### src/rtl/addsub_unit.sv
module addsub_unit #(
  parameter int WIDTH = 32
) (
  input  logic [WIDTH-1:0] op_a,
  input  logic [WIDTH-1:0] op_b,
  input  logic             sub_en,
  input  logic             signed_en,
  output logic [WIDTH-1:0] sum,
  output logic             carry_out,
  output logic             ovf
);
  localparam int MSB = WIDTH - 1;

  logic [WIDTH-1:0] b_in;
  logic [WIDTH:0]   total;
  logic             same_in_sign;
  logic             sign_flip;

  assign b_in  = sub_en ? ~op_b : op_b;
  assign total = {1'b0, op_a} + {1'b0, b_in} + {{WIDTH{1'b0}}, sub_en};

  assign sum       = total[MSB:0];
  assign carry_out = total[WIDTH];

  assign same_in_sign = ~(op_a[MSB] ^ b_in[MSB]);
  assign sign_flip    = op_a[MSB] ^ total[MSB];
  assign ovf          = signed_en & same_in_sign & sign_flip;
endmodule

### config.mk
export PLATFORM = sky130hd
export DESIGN_NAME = addsub_unit
export DESIGN_NICKNAME = d
export VERILOG_FILES = /design/src/rtl/addsub_unit.sv
export SDC_FILE = /design/constraint.sdc
export NUM_CORES = 1
export LEC_CHECK = 0
export BUFFER_PORTS_ARGS = -buffer_cell sky130_fd_sc_hd__buf_2
export CORE_AREA = 4 4 74 76
export DETAILED_ROUTE_END_ITERATION = 12
export DIE_AREA = 0 0 78 80
export GPL_TIMING_DRIVEN = 0
export PLACE_DENSITY = 0.8
export SYNTH_ARGS = -nofsm -noshare
export SYNTH_HDL_FRONTEND = slang
export SYNTH_SLANG_ARGS = --single-unit
### constraint.sdc
create_clock -name vclk -period 4
set_input_delay 0.8 -clock vclk [all_inputs]
set_output_delay 0.8 -clock vclk [all_outputs]
set_load 0.005 [all_outputs]
==> flow_metrics.env <==
export IMPL_period_minus_slack_ps=3990
export IMPL_report_final_slew_viol_count=0
export IMPL_critical_path_class="in -> out"
export IMPL_status="complete, no violations"
export IMPL_antenna_found_initial=0
export IMPL_synthTopCellsByArea="ha_1 18%, xor2_1 18%, a21oi_1 8.2%"
export IMPL_cap_violations=0
export IMPL_num_vias=2651
export IMPL_die_h_um=80
export IMPL_fmax_mhz=251
export IMPL_fillers=379
export IMPL_synth_top_area_frac=0.181
export IMPL_cp_startpoint="sub_en"
export IMPL_place_gp_congestion=0.883
export IMPL_fin_hold_ws_ps=1880
export IMPL_dr_pass1_iters=4
export IMPL_area_growth_pct=48.4
export IMPL_hold_buffers=0
export IMPL_setup_violations=0
export IMPL_cp_data_arrival_time_ps=3190
export IMPL_place_area_mm2=0.00272
export IMPL_grt_pass1_vias=2461
export IMPL_grt_usage=0.190
export IMPL_flops_and_latches=0
export IMPL_io_pins=100
export IMPL_drt_iter0_markers=118
export IMPL_port_buffers=99
export IMPL_timing_final_crit_share=0.996
export IMPL_die_area_mm2=0.00624
export IMPL_synth_cell_types=54
export IMPL_grt_start_max_net_pins=11
export IMPL_synth_seq_area_share=0
export IMPL_nets=512
export IMPL_worstSetupEndpointType="output port"
export IMPL_gr_total_overflow=0
export IMPL_tightest_slew_ps=337
export IMPL_netlist_area_mm2=0.00214
export IMPL_seqCellArea_um2=0
export IMPL_p_leak_nw=1.50
export IMPL_synth_avg_cell_area_um2=7.06
export IMPL_hold_viol_final=0
export IMPL_total_power_mw=0.775
export IMPL_syn_inst=303
export IMPL_dp_hpwl_um=5180
export IMPL_cp_max_fo=6
export IMPL_relSlewSlack=0.772
export IMPL_ant_nets=0
export IMPL_synth_nets=401
export IMPL_min_from="op_a[0]"
export IMPL_synth_top_cell_by_area="ha_1"
export IMPL_hold_path_class="in -> out"
export IMPL_nClkBuffers=0
export IMPL_drc=0
export IMPL_vias_per_cell=5.53
export IMPL_grt_first_pass_wirelength_um=10200
export IMPL_wl_um=6740
export IMPL_core_mm2=0.00472
export IMPL_antennaDiodeCount=0
export IMPL_layout_common_cells="99 x buf_2, 41 x xor2_1, 27 x a21oi_1, 25 x nand2_1, 23 x ha_1"
export IMPL_rows=25
export IMPL_cp_start_kind="input port"
export IMPL_ys_warn_count=0
export IMPL_final_common_cell="buf_2"
export IMPL_rsz0062_at_grt="true"
export IMPL_chipWidth_um=78
export IMPL_p_per_area_mw_per_mm2=244
export IMPL_vdd_drop_max_v=0.000149
export IMPL_wl_per_cell_um=14.1
export IMPL_worstPathRequired_ps=3200
export IMPL_fin_area_mm2=0.00317
export IMPL_drive_gt1_frac=0.403
export IMPL_start_util=0.453
layout make-up:
class / instances / area [um2] / share of cell area
Buffer: 7 / 97.6 / 0.0307
Inverter: 13 / 48.8 / 0.0154
Multi-Input combinational cell: 273 / 2280 / 0.718
Tap cell: 67 / 83.8 / 0.0264
Timing Repair Buffer: 119 / 664 / 0.209
report_power, final:
group | internal, mW | total [mW] | switching (mW)
registers | 0 | 0 | 0
logic | 0.374 | 0.775 | 0.401
clock network | 0 | 0 | 0
total | 0.374 | 0.775 | 0.401
metal layers:
layer  global-route usage  share of wire  up-vias
met1                0.230           0.41     1181
li1                     -              -     1329
met5                    0              0        -
met2                0.361           0.49      123
met4               0.0507          0.028        0
met3               0.0113          0.069       18
per-stage QoR:
stage          TNS [ps]  instances  worst slack (ps)  utilization
2_1_floorplan         0        303               112            -
3_3_place_gp      -2980        469              -292        0.576
3_5_place_dp      -3800        469              -426        0.576
4_1_cts               0        472              1.37        0.612
5_1_grt            -203        479             -70.1        0.672
6_report              0        479              14.4        0.672
final timing paths:
path | end | slack [ps] | cells after the start
max | sum[29] | 10 | 12
min | sum[0] | 1880 | 3
cells in the mapped netlist, types with 7 or more instances:
cell type	n
xor2_1	44
a21oi_1	35
ha_1	31
nand2_1	25
xnor2_1	17
clkbuf_1	15
nor2_1	14
inv_1	13
o21ai_0	13
nand4_1	10
a21o_1	8
o21ai_1	8
nand3_1	7
cell families after synthesis:
| group | share of synthesized area |
|---|---|
| AOI/OAI and AO/OA | 0.309 |
| and+or+nand+nor | 0.185 |
| xor gates and xnor gates | 0.250 |
| adders and majority gates | 0.191 |
| buffers and inverters | 0.0538 |
| muxes | 0.0117 |
what timing repair did:
| item | CTS | global route |
|---|---|---|
| endpoints found under the setup margin | 16 | 13 |
| buffers inserted | 7 | 12 |
| gates cloned | 1 | 0 |
| resized for setup | 25 | 38 |
| pin swaps | 10 | 26 |
worst max-delay path: stages:
cell       delay (ps)
buf_12            120
clkbuf_16         160
xor2_1            140
ha_1              380
and4_4            260
nand4bb_1         120
o211ai_1          290
nand3_1           170
a211o_1           340
o21ai_2           150
xor2_1            140
buf_2             120
No activity file was read; power rests on OpenSTA's default activity.
